## config.mk

```make
export PLATFORM = sky130hd
export DESIGN_NAME = duty_accum
export DESIGN_NICKNAME = d
export VERILOG_FILES = /design/src/rtl/duty_acc_pkg.sv /design/src/rtl/duty_freq_reg.sv /design/src/rtl/duty_phase_adder.sv /design/src/rtl/duty_phase_reg.sv /design/src/rtl/duty_accum.sv
export SDC_FILE = /design/constraint.sdc
export NUM_CORES = 1
export LEC_CHECK = 0
export BUFFER_PORTS_ARGS = -buffer_cell sky130_fd_sc_hd__buf_2
export CORE_ASPECT_RATIO = 0.9
export CORE_MARGIN = 1
export CORE_UTILIZATION = 35
export CTS_BUF_LIST = sky130_fd_sc_hd__clkbuf_8
export CTS_CLUSTER_DIAMETER = 30
export DETAILED_ROUTE_END_ITERATION = 12
export PLACE_DENSITY = 0.57
export SLEW_MARGIN = 10
export SYNTH_ARGS = -nofsm -noshare
export SYNTH_HDL_FRONTEND = slang
export SYNTH_SLANG_ARGS = --single-unit
```

## constraint.sdc

```tcl
create_clock -name clk -period 2.9 [get_ports clk]
set_input_delay 0.145 -clock clk [delete_from_list [all_inputs] [get_ports clk]]
set_output_delay 0.145 -clock clk [all_outputs]
set_load 0.005 [all_outputs]
```

## src/rtl/duty_acc_pkg.sv

```systemverilog
package duty_acc_pkg;

  // Which value the phase flip-flops capture on the coming edge.
  typedef enum logic {
    PH_SRC_SUM  = 1'b0,
    PH_SRC_LOAD = 1'b1
  } phase_src_e;

  localparam int unsigned DEFAULT_W = 32;

endpackage

```

## src/rtl/duty_freq_reg.sv

```systemverilog
module duty_freq_reg #(
  parameter int unsigned W = 32
) (
  input  logic         clk,
  input  logic         rst_n,
  input  logic         we,
  input  logic [W-1:0] wdata,
  output logic [W-1:0] freq_q
);

  always_ff @(posedge clk or negedge rst_n) begin
    if (!rst_n)  freq_q <= '0;
    else if (we) freq_q <= wdata;
  end

endmodule

```

## src/rtl/duty_phase_adder.sv

```systemverilog
module duty_phase_adder #(
  parameter int unsigned W = 32
) (
  input  logic [W-1:0] phase,
  input  logic [W-1:0] freq,
  output logic [W-1:0] sum,
  output logic         wrap
);

  localparam int unsigned SW = W + 1;

  // Returns {carry, sum} of an unsigned W-bit add.
  function automatic logic [SW-1:0] add_wide(input logic [W-1:0] a, input logic [W-1:0] b);
    return {1'b0, a} + {1'b0, b};
  endfunction

  logic [SW-1:0] full;

  always_comb begin
    full = add_wide(phase, freq);
    sum  = full[W-1:0];
    wrap = full[W];
  end

endmodule

```

## src/rtl/duty_phase_reg.sv

```systemverilog
module duty_phase_reg
  import duty_acc_pkg::*;
#(
  parameter int unsigned W = 32
) (
  input  logic         clk,
  input  logic         rst_n,
  input  phase_src_e   src,
  input  logic [W-1:0] load_val,
  input  logic [W-1:0] sum,
  input  logic         wrap,
  output logic [W-1:0] phase_q,
  output logic         pulse_q
);

  logic [W-1:0] phase_d;
  logic         pulse_d;

  always_comb begin
    unique case (src)
      PH_SRC_LOAD: begin
        phase_d = load_val;
        pulse_d = 1'b0;
      end
      default: begin
        phase_d = sum;
        pulse_d = wrap;
      end
    endcase
  end

  always_ff @(posedge clk or negedge rst_n) begin
    if (!rst_n) begin
      phase_q <= '0;
      pulse_q <= 1'b0;
    end else begin
      phase_q <= phase_d;
      pulse_q <= pulse_d;
    end
  end

endmodule

```

## src/rtl/duty_accum.sv

```systemverilog
module duty_accum
  import duty_acc_pkg::*;
#(
  parameter int unsigned W = DEFAULT_W
) (
  input  logic         clk,
  input  logic         rst_n,
  input  logic         phase_we,
  input  logic [W-1:0] phase_wdata,
  input  logic         freq_we,
  input  logic [W-1:0] freq_wdata,
  output logic [W-1:0] phase_rd,
  output logic         pulse_out
);

  logic [W-1:0] freq_q;
  logic [W-1:0] acc_sum;
  logic         acc_wrap;
  phase_src_e   ph_src;

  assign ph_src = phase_we ? PH_SRC_LOAD : PH_SRC_SUM;

  duty_freq_reg #(.W(W)) u_freq (
    .clk    (clk),
    .rst_n  (rst_n),
    .we     (freq_we),
    .wdata  (freq_wdata),
    .freq_q (freq_q)
  );

  duty_phase_adder #(.W(W)) u_add (
    .phase (phase_rd),
    .freq  (freq_q),
    .sum   (acc_sum),
    .wrap  (acc_wrap)
  );

  duty_phase_reg #(.W(W)) u_phase (
    .clk      (clk),
    .rst_n    (rst_n),
    .src      (ph_src),
    .load_val (phase_wdata),
    .sum      (acc_sum),
    .wrap     (acc_wrap),
    .phase_q  (phase_rd),
    .pulse_q  (pulse_out)
  );

endmodule

```

==> run_results.csv, run 1 <==
group,metric,value,unit
outcome,status,"completed",
place,io_buffers,100,
place,dpl.cell_count,671,
logic_synthesis,synthTopCellsByCount,"dfrtp_1 (65), nand2_1 (40), mux2_2 (34), ha_1 (32), a21oi_1 (29)",
logic_synthesis,ys_seq_elements,65,
drt,drt-total-wl,10.9,mm
grt,antenna_found_initial,0,
critical_path,crit_buf_inv,0,
logic_synthesis,synth_top_cell_area_share,38.5,%
floorplan,rows,37,
worst_hold_path,hp-class,"input port to flop",
layout,area_growth,29.3,%
floorplan,die_area,12500,um2
clock_network,clk_latency,360,ps
drt,drt_iter0_markers,171,
logic_synthesis,syn_avg_cell_area,9.86,um2
logic_synthesis,syn-cell-area,4230,um2
layout,design_area,5470,um2
grt,grt_pass1_wl,18.4,mm
critical_path,crit_arrival,2990,ps
timing,setup_viol,0,
drt,num_vias,3732,
clock_network,h-tree-depth,3,
logic_synthesis,seq_area_frac_synth,38.5,%
clock_network,path_clk_slew,70,ps
floorplan,die_h,106,um
pwr,power.density,946,nW/um2
timing,period_needed,2730,ps
timing,hold_viol_final,0,
critical_path,path_cells,"ha_1 > fa_1 > a21o_1 > a31o_1 > nand3_1 > nand3_2 > a311o_1 > a2111o_1 > o311ai_1",
timing,finalSetupTns,0,ps
timing,finalMaxSlewViolations,0,
place,place_congestion,0.869,
clock_network,numCtsBuffers,9,
logic_synthesis,synth_ff_type,"dfrtp_1",
place,dpl-instance-area,4870,um2
critical_path,critPathLaunchType,"flop",
logic_synthesis,ys_warn_count,0,
logic_synthesis,synth_edf_count,0,
drt,avgViaCountPerCell,5.13,
critical_path,cp_top_family,"compound AO/OA/AOI/OAI gates",
logic_synthesis,ys_top_cells_by_area,"dfrtp_1 (38%), ha_1 (9.5%), mux2_2 (9.1%), a21o_1 (3.7%), nand2_1 (3.6%)",
critical_path,crit_path_top_delay_cell,"fa_1",
layout,drive_above_1_share,29.5,%
clock_network,cts_tree,"built",
floorplan,die_w,118,um
drt,wl_per_cell,15.0,um
pwr,p_total,5.17,mW
critical_path,path_max_fanout,5,
drt,dr.pass1.iters,4,
floorplan,io_pins,101,
timing,fmax,0.367,GHz
logic_synthesis,yosysUniqueCellTypes,62,
drt,drc,0,
floorplan,initial_utilization,36.4,%
grt,grt.overflow.total,0,
timing,worst_slew_pin_slew,837,ps
pwr,cellLeakagePower,2.59,nW
clock_network,cts_buffer_depth,2,
layout,utilization,47.1,%
timing,rsz0062_at_grt,"no",
floorplan,design.core.area,11600,um2
timing,relSlewSlack,44.2,%
critical_path,required,3160,ps
critical_path,worstSetupPathType,"flop to flop",
logic_synthesis,async_flop_share,100,%
grt,grt_start_max_net_pins,66,
grt,grt_usage,18.6,%
clock_network,cts-root-buf,"clkbuf_8",
drt,ant_nets,0,
layout,antenna_cells,0,
critical_path,worstSetupEndpointType,"flop",
clock_network,post-cts-setup-buffers,0,
logic_synthesis,yosys.area.top_type,"dfrtp_1",
pwr,irDropWorstVdd,0.363,mV
place,dp_hpwl,8.12,mm
logic_synthesis,synth_most_common_cell,"dfrtp_1",
timing,fin_skew,7.69,ps
critical_path,cp_slowest_stage_delay,410,ps
layout,nets,668,
timing,period_share,94.0,%
logic_synthesis,synth_cells,429,
clock_network,cts_sinks,65,
layout,fin_cells,728,
flow_run,drv_cap,0,
logic_synthesis,syn_nets,530,
grt,grt_pass1_vias,3771,
## repair_timing
action                    CTS  global route
gates resized for setup     0             0
hold buffers               41             0
hold endpoints to repair   66             0
## path summary, 6_finish.rpt
path                               startpoint                   to  slack (ps)  cells past startpoint
max in group asynchronous               rst_n    u_freq.freq_q[17]        1850                      3
min in group asynchronous               rst_n    u_freq.freq_q[28]         500                      3
max reg2reg                u_phase.phase_q[0]  u_phase.phase_q[18]         170                      9
min reg2reg                 u_freq.freq_q[10]    u_freq.freq_q[10]         510                      1
min                            freq_wdata[28]    u_freq.freq_q[28]          20                      2
max                        u_phase.phase_q[0]  u_phase.phase_q[18]         170                      9
## stage by stage
step | setup WS [ps] | hold slack (ps)
floorplan | 350 | -151
global placement | 224 | 357
detailed placement | 188 | 359
CTS | 163 | 0.351
global route | 32.9 | 3.43
finish | 174 | 23.0
## routing by layer
layer,GRT usage [%],vias to the layer above,share of wire (%)
li1,-,1867,-
met1,25.2,1755,49
met2,28.6,99,45
met3,5.47,11,4.8
met4,5.95,0,1.3
met5,0,-,0
## state kept, by name, indices dropped and copies added (netlist names)
name / cells
u_phase.phase_q: 32
u_freq.freq_q: 32
u_phase.pulse_q: 1
## cells in the final DEF, fill, tap and decap left out, drive strengths merged, types with 4 or more instances in the layout
cell and count:
a211oi 5, a21o 21, a21oi 31, a31oi 9, and3 6, buf 106, clkbuf 13, dfrtp 65
dlygate4sd3 41, ha 32, inv 10, mux2 34, nand2 40, nand3 14, nand4 4, nor2 15
nor3 7, o21ai 42, xnor2 13, xor2 12
## logic make-up after synthesis
| kind of cell | share of synthesized area (%) |
|---|---|
| AOI/OAI and AO/OA | 20.9 |
| DFF | 38.5 |
| buffers and inverters | 3.22 |
| adders and majority gates | 9.94 |
| muxes | 9.53 |
| xor gates and xnor gates | 5.18 |
| and+or+nand+nor | 12.8 |
## cell type report
| cell class | instances | area (um2) |
|---|---|---|
| clock buffer | 13 | 179 |
| clock inverter | 3 | 13.8 |
| fill | 1108 | 6150 |
| inverter | 9 | 33.8 |
| multi-input combinational | 335 | 2470 |
| sequential | 65 | 1630 |
| tap | 156 | 195 |
| timing repair buffer | 147 | 956 |
## power breakdown
| part | switching (mW) | internal, mW | leakage, nW |
|---|---|---|---|
| Clock | 0.346 | 0.398 | 0.107 |
| Sequential | 0.161 | 1.17 | 0.770 |
| Combinational | 1.73 | 1.36 | 1.71 |
(Power assumes the default switching activity.)
==> run 2, diff against run 1 <==
==> constraint.sdc (replaced) <==
create_clock -name clk -period 2.9 [get_ports clk]
set_input_delay 0.29 -clock clk [delete_from_list [all_inputs] [get_ports clk]]
set_output_delay 0.29 -clock clk [all_outputs]
set_load 0.005 [all_outputs]
==> run_results.csv, run 2 (synthesis results as in run 1) <==
group,metric,value,unit
outcome,status,"finished, violations left",
outcome,violations,"hold timing",
drt,drc,0,
drt,ant_nets,0,
pwr,p_total,5.05,mW
clock_network,cts_buffer_depth,2,
timing,relSlewSlack,48.8,%
critical_path,crit_arrival,3000,ps
critical_path,required,3160,ps
drt,avgViaCountPerCell,5.26,
grt,grt_usage,17.9,%
drt,drt-total-wl,10.5,mm
clock_network,cts_tree,"built",
timing,period_needed,2730,ps
timing,period_share,94.3,%
clock_network,cts_resized,0,
timing,hold_viol_final,7,
critical_path,worstSetupPathType,"flop to flop",
critical_path,worstSetupEndpointType,"flop",
timing,finalWorstSetupSlack,165,ps
drt,dr.pass1.iters,4,
floorplan,design.core.area,11600,um2
layout,final_common_cell,"buf_2",
drt,drt_iter0_markers,149,
layout,mostFrequentLayoutCells,"buf_2 (100), dfrtp_1 (65), nand2_1 (40), mux2_2 (34), ha_1 (32)",
timing,fin_skew,6.70,ps
critical_path,path_max_fanout,5,
critical_path,crit_buf_inv,0,
critical_path,cp_top_family,"compound AO/OA/AOI/OAI gates",
grt,grt_pass1_wl,17.6,mm
timing,finalSetupTns,0,ps
critical_path,cp_slowest_stage_delay,410,ps
timing,finalMaxSlewViolations,0,
grt,grt_start_max_net_pins,34,
timing,rsz0062_at_grt,"no",
pwr,cellLeakagePower,2.41,nW
layout,drive_above_1_share,31.2,%
clock_network,holdBufCountCts,0,
drt,num_vias,3600,
timing,hold_ws,-10.9,ps
floorplan,die_h,106,um
floorplan,io_pins,101,
timing,worst_slew_pin_slew,768,ps
critical_path,path_cells,"ha_1 > fa_1 > a21o_1 > a31o_1 > nand3_1 > nand3_2 > a311o_1 > a2111o_1 > o311ai_1",
clock_network,path_clk_slew,70,ps
clock_network,post-cts-setup-buffers,0,
drt,wl_per_cell,15.3,um
place,place_congestion,0.881,
layout,fill_cells,1170,
timing,fmax,0.366,GHz
layout,area_growth,19.2,%
layout,nets,627,
critical_path,crit_path_top_delay_cell,"a2111o_1",
pwr,irDropWorstVdd,0.354,mV
grt,grt.overflow.total,0,
floorplan,die_w,118,um
grt,grt_pass1_vias,3637,
clock_network,h-tree-depth,3,
critical_path,critPathLaunchType,"flop",
grt,antenna_found_initial,0,
place,io_buffers,100,
place,dp_slack,149,ps
flow_run,drv_cap,0,
timing,setup_viol,0,
clock_network,clk_latency,370,ps
pwr,power.density,1000,nW/um2
layout,utilization,43.4,%
clock_network,cts-root-buf,"clkbuf_8",
clock_network,cts_sinks,65,
floorplan,initial_utilization,36.4,%
place,dp_hpwl,8.13,mm
clock_network,numCtsBuffers,9,
floorplan,rows,37,
layout,top_regs,"u_freq.freq_q: 32 flops, u_phase.phase_q: 32 flops, u_phase.pulse_q: 1 flops",
worst_hold_path,hp-class,"input port to async pin",
layout,antenna_cells,0,
floorplan,die_area,12500,um2
-- run 2: final cells by class --
cell class	instances	area [um2]	area share, %
multi-input combinational	335	2470	48.9
sequential	65	1630	32.3
timing repair buffer	106	558	11.1
tap	156	195	3.87
clock buffer	11	151	3.00
inverter	9	33.8	0.670
clock inverter	3	11.3	0.223
-- run 2: per-layer routing --
layer	track usage [%]	routed length, um	vias to the layer above
met5	0	0	-
met4	7.14	158	0
met3	5.36	619	13
met2	27.8	4680	103
met1	23.4	5050	1708
li1	-	-	1776
-- run 2: report_power, final --
part,total [mW],internal [mW],switching [mW]
logic,3.04,1.33,1.71
registers,1.33,1.17,0.162
clock network,0.676,0.338,0.338
total,5.05,2.84,2.21
-- run 2: worst register-to-register path, cell delays in order (launching register included) --
cell      delay (ps)
dfrtp_1          380
ha_1             240
fa_1             400
a21o_1           230
a31o_1           230
nand3_1          120
nand3_2          160
a311o_1          370
a2111o_1         410
o311ai_1          90
-- run 2: final timing paths --
check | cells after the start | startpoint | endpoint | slack (ps)
hold / removal | 1 | rst_n | u_freq.freq_q[2] | -10
max in group asynchronous | 2 | rst_n | u_freq.freq_q[26] | 2270
min in group clk | 3 | phase_wdata[3] | u_phase.phase_q[3] | 130
setup reg to reg | 9 | u_phase.phase_q[0] | u_phase.phase_q[18] | 170
hold reg to reg | 1 | u_freq.freq_q[6] | u_freq.freq_q[6] | 520
setup / recovery | 9 | u_phase.phase_q[0] | u_phase.phase_q[18] | 170
-- run 2: per-stage QoR --
stage / area (um2) / std cells
floorplan: 4230 / 429
global placement: 4880 / 671
detailed placement: 4880 / 671
CTS: 5040 / 685
global route: 5040 / 685
finish: 5040 / 685
==> run 3, diff against run 2 <==
--- a/config.mk
+++ b/config.mk
@@ -8,12 +8,12 @@
 export BUFFER_PORTS_ARGS = -buffer_cell sky130_fd_sc_hd__buf_2
 export CORE_ASPECT_RATIO = 0.9
 export CORE_MARGIN = 1
-export CORE_UTILIZATION = 35
+export CORE_UTILIZATION = 56
 export CTS_BUF_LIST = sky130_fd_sc_hd__clkbuf_8
 export CTS_CLUSTER_DIAMETER = 30
 export DETAILED_ROUTE_END_ITERATION = 12
-export PLACE_DENSITY = 0.57
-export SLEW_MARGIN = 10
+export PLACE_DENSITY = 0.84
+export SLEW_MARGIN = 5
 export SYNTH_ARGS = -nofsm -noshare
 export SYNTH_HDL_FRONTEND = slang
 export SYNTH_SLANG_ARGS = --single-unit
==> run_results.csv, run 3 (synthesis results as in run 1) <==
group,metric,value,unit
drt,drt_iter0_markers,185,
layout,final_common_cell,"buf_2",
timing,setup_viol,0,
drt,num_vias,3701,
floorplan,io_pins,101,
pwr,irDropWorstVdd,0.625,mV
timing,hold_ws,123,ps
clock_network,path_clk_slew,70,ps
timing,fin_skew,8.79,ps
timing,finalWorstSetupSlack,161,ps
critical_path,reg2reg_depth,9,
clock_network,post-cts-setup-buffers,0,
clock_network,cts_buffer_depth,2,
critical_path,crit_buf_inv,0,
clock_network,clk_latency,350,ps
critical_path,crit_arrival,2980,ps
place,io_buffers,100,
timing,relSlewSlack,44.8,%
timing,fmax,0.365,GHz
pwr,switchingPower,2.23,mW
critical_path,r2r_start,"u_phase.phase_q[0]",
floorplan,design.core.area,7180,um2
pwr,seqPwrFrac,25.7,%
layout,fill_cells,589,
pwr,p_comb_share,58.4,%
pwr,cellLeakagePower,2.40,nW
grt,grt_pass1_wl,16.7,mm
critical_path,crit_path_top_delay_cell,"fa_1",
grt,antenna_found_initial,0,
layout,top_regs,"u_freq.freq_q: 32 flops, u_phase.phase_q: 32 flops, u_phase.pulse_q: 1 flops",
drt,drt-total-wl,9.96,mm
layout,area_growth,17.8,%
critical_path,worstSetupPathType,"flop to flop",
layout,antenna_cells,0,
timing,hold_viol_final,0,
floorplan,die_area,7900,um2
critical_path,required,3140,ps
drt,wl_per_cell,16.0,um
critical_path,rr_endpoint,"u_phase.phase_q[18]",
timing,worst_slew_pin_slew,827,ps
grt,grt_start_max_net_pins,66,
timing,rsz0062_at_grt,"no",
place,dp_slack,180,ps
timing,period_share,94.4,%
critical_path,critPathLaunchType,"flop",
worst_hold_path,hp-class,"input port to async pin",
pwr,clock_power_share,15.9,%
clock_network,cts_resized,0,
floorplan,die_w,93.6,um
layout,utilization,69.3,%
drt,ant_nets,0,
outcome,status,"completed",
layout,nets,624,
pwr,power.density,1040,nW/um2
critical_path,r2r_slack,160,ps
timing,finalMaxSlewViolations,0,
timing,finalSetupTns,0,ps
layout,mostFrequentLayoutCells,"buf_2 (100), dfrtp_1 (65), nand2_1 (40), mux2_2 (34), ha_1 (32)",
floorplan,die_h,84.4,um
grt,grt_pass1_vias,3641,
critical_path,crit_path_start,"u_phase.phase_q[0]",
clock_network,holdBufCountCts,0,
grt,grt_usage,26.8,%
drt,drc,0,
drt,avgViaCountPerCell,5.96,
clock_network,numCtsBuffers,9,
place,dp_hpwl,7.26,mm
grt,grt.overflow.total,0,
flow_run,drv_cap,0,
timing,period_needed,2740,ps
clock_network,cts-root-buf,"clkbuf_8",
critical_path,cp_top_family,"compound AO/OA/AOI/OAI gates",
place,place_congestion,0.908,
pwr,netSwitchingFraction,43.1,%
critical_path,path_cells,"ha_1 > fa_1 > a21o_1 > a31o_1 > nand3_1 > nand3_2 > a311o_1 > a2111o_1 > o311ai_1",
layout,drive_above_1_share,31.6,%
pwr,p_int,2.94,mW
critical_path,path_max_fanout,5,
clock_network,h-tree-depth,3,
clock_network,cts_sinks,65,
critical_path,cp_slowest_stage_delay,410,ps
critical_path,path_depth,9,
pwr,p_total,5.18,mW
critical_path,worstSetupEndpointType,"flop",
floorplan,rows,29,
critical_path,crit_end,"u_phase.phase_q[18]",
clock_network,cts_tree,"built",
floorplan,initial_utilization,58.9,%
drt,dr.pass1.iters,5,
run 3: area by class of cell:
type | instances | area [um2] | share of cell area [%]
clock buffers | 12 | 165 | 3.32
clock inverters | 4 | 50.0 | 1.00
inverters | 9 | 33.8 | 0.678
multi-input cells | 335 | 2470 | 49.5
flip-flops and latches | 65 | 1630 | 32.7
well taps | 93 | 116 | 2.34
repair buffers | 103 | 523 | 10.5
run 3: metrics by stage:
| step | cell area, um2 | instances |
|---|---|---|
| after floorplan | 4230 | 429 |
| after global placement | 4770 | 605 |
| after detailed placement | 4770 | 605 |
| after CTS | 4980 | 621 |
| after global routing | 4980 | 621 |
| final | 4980 | 621 |
run 3: worst min path at each step:
stage / startpoint / end / slack [ps] / cells after the start
6_report: rst_n / u_phase.phase_q[2] / 120 / 2
2_1_floorplan: rst_n / u_freq.freq_q[0] / -6 / 0
5_1_grt: phase_wdata[11] / u_phase.phase_q[11] / 150 / 3
4_1_cts: phase_wdata[22] / u_phase.phase_q[22] / 140 / 3
3_5_place_dp: u_freq.freq_q[0] / u_freq.freq_q[0] / 500 / 1
3_3_place_gp: u_freq.freq_q[0] / u_freq.freq_q[0] / 490 / 1
run 3: power groups by stage:
stage               combinational [mW]  clock [mW]  sequential, mW
floorplan                         2.20           0            1.35
global placement                  2.90           0            1.33
detailed placement                2.94           0            1.35
CTS                               2.99       0.835            1.33
global route                      3.34       0.877            1.36
finish                            3.02       0.824            1.33
run 3: routing by layer:
| metal | wire length, um | track usage (%) | vias up |
|---|---|---|---|
| met5 | 0 | 0 | - |
| met4 | 144 | 9.09 | 0 |
| met3 | 587 | 6.07 | 14 |
| met2 | 4720 | 44.3 | 131 |
| met1 | 4510 | 34.9 | 1785 |
| li1 | - | - | 1771 |
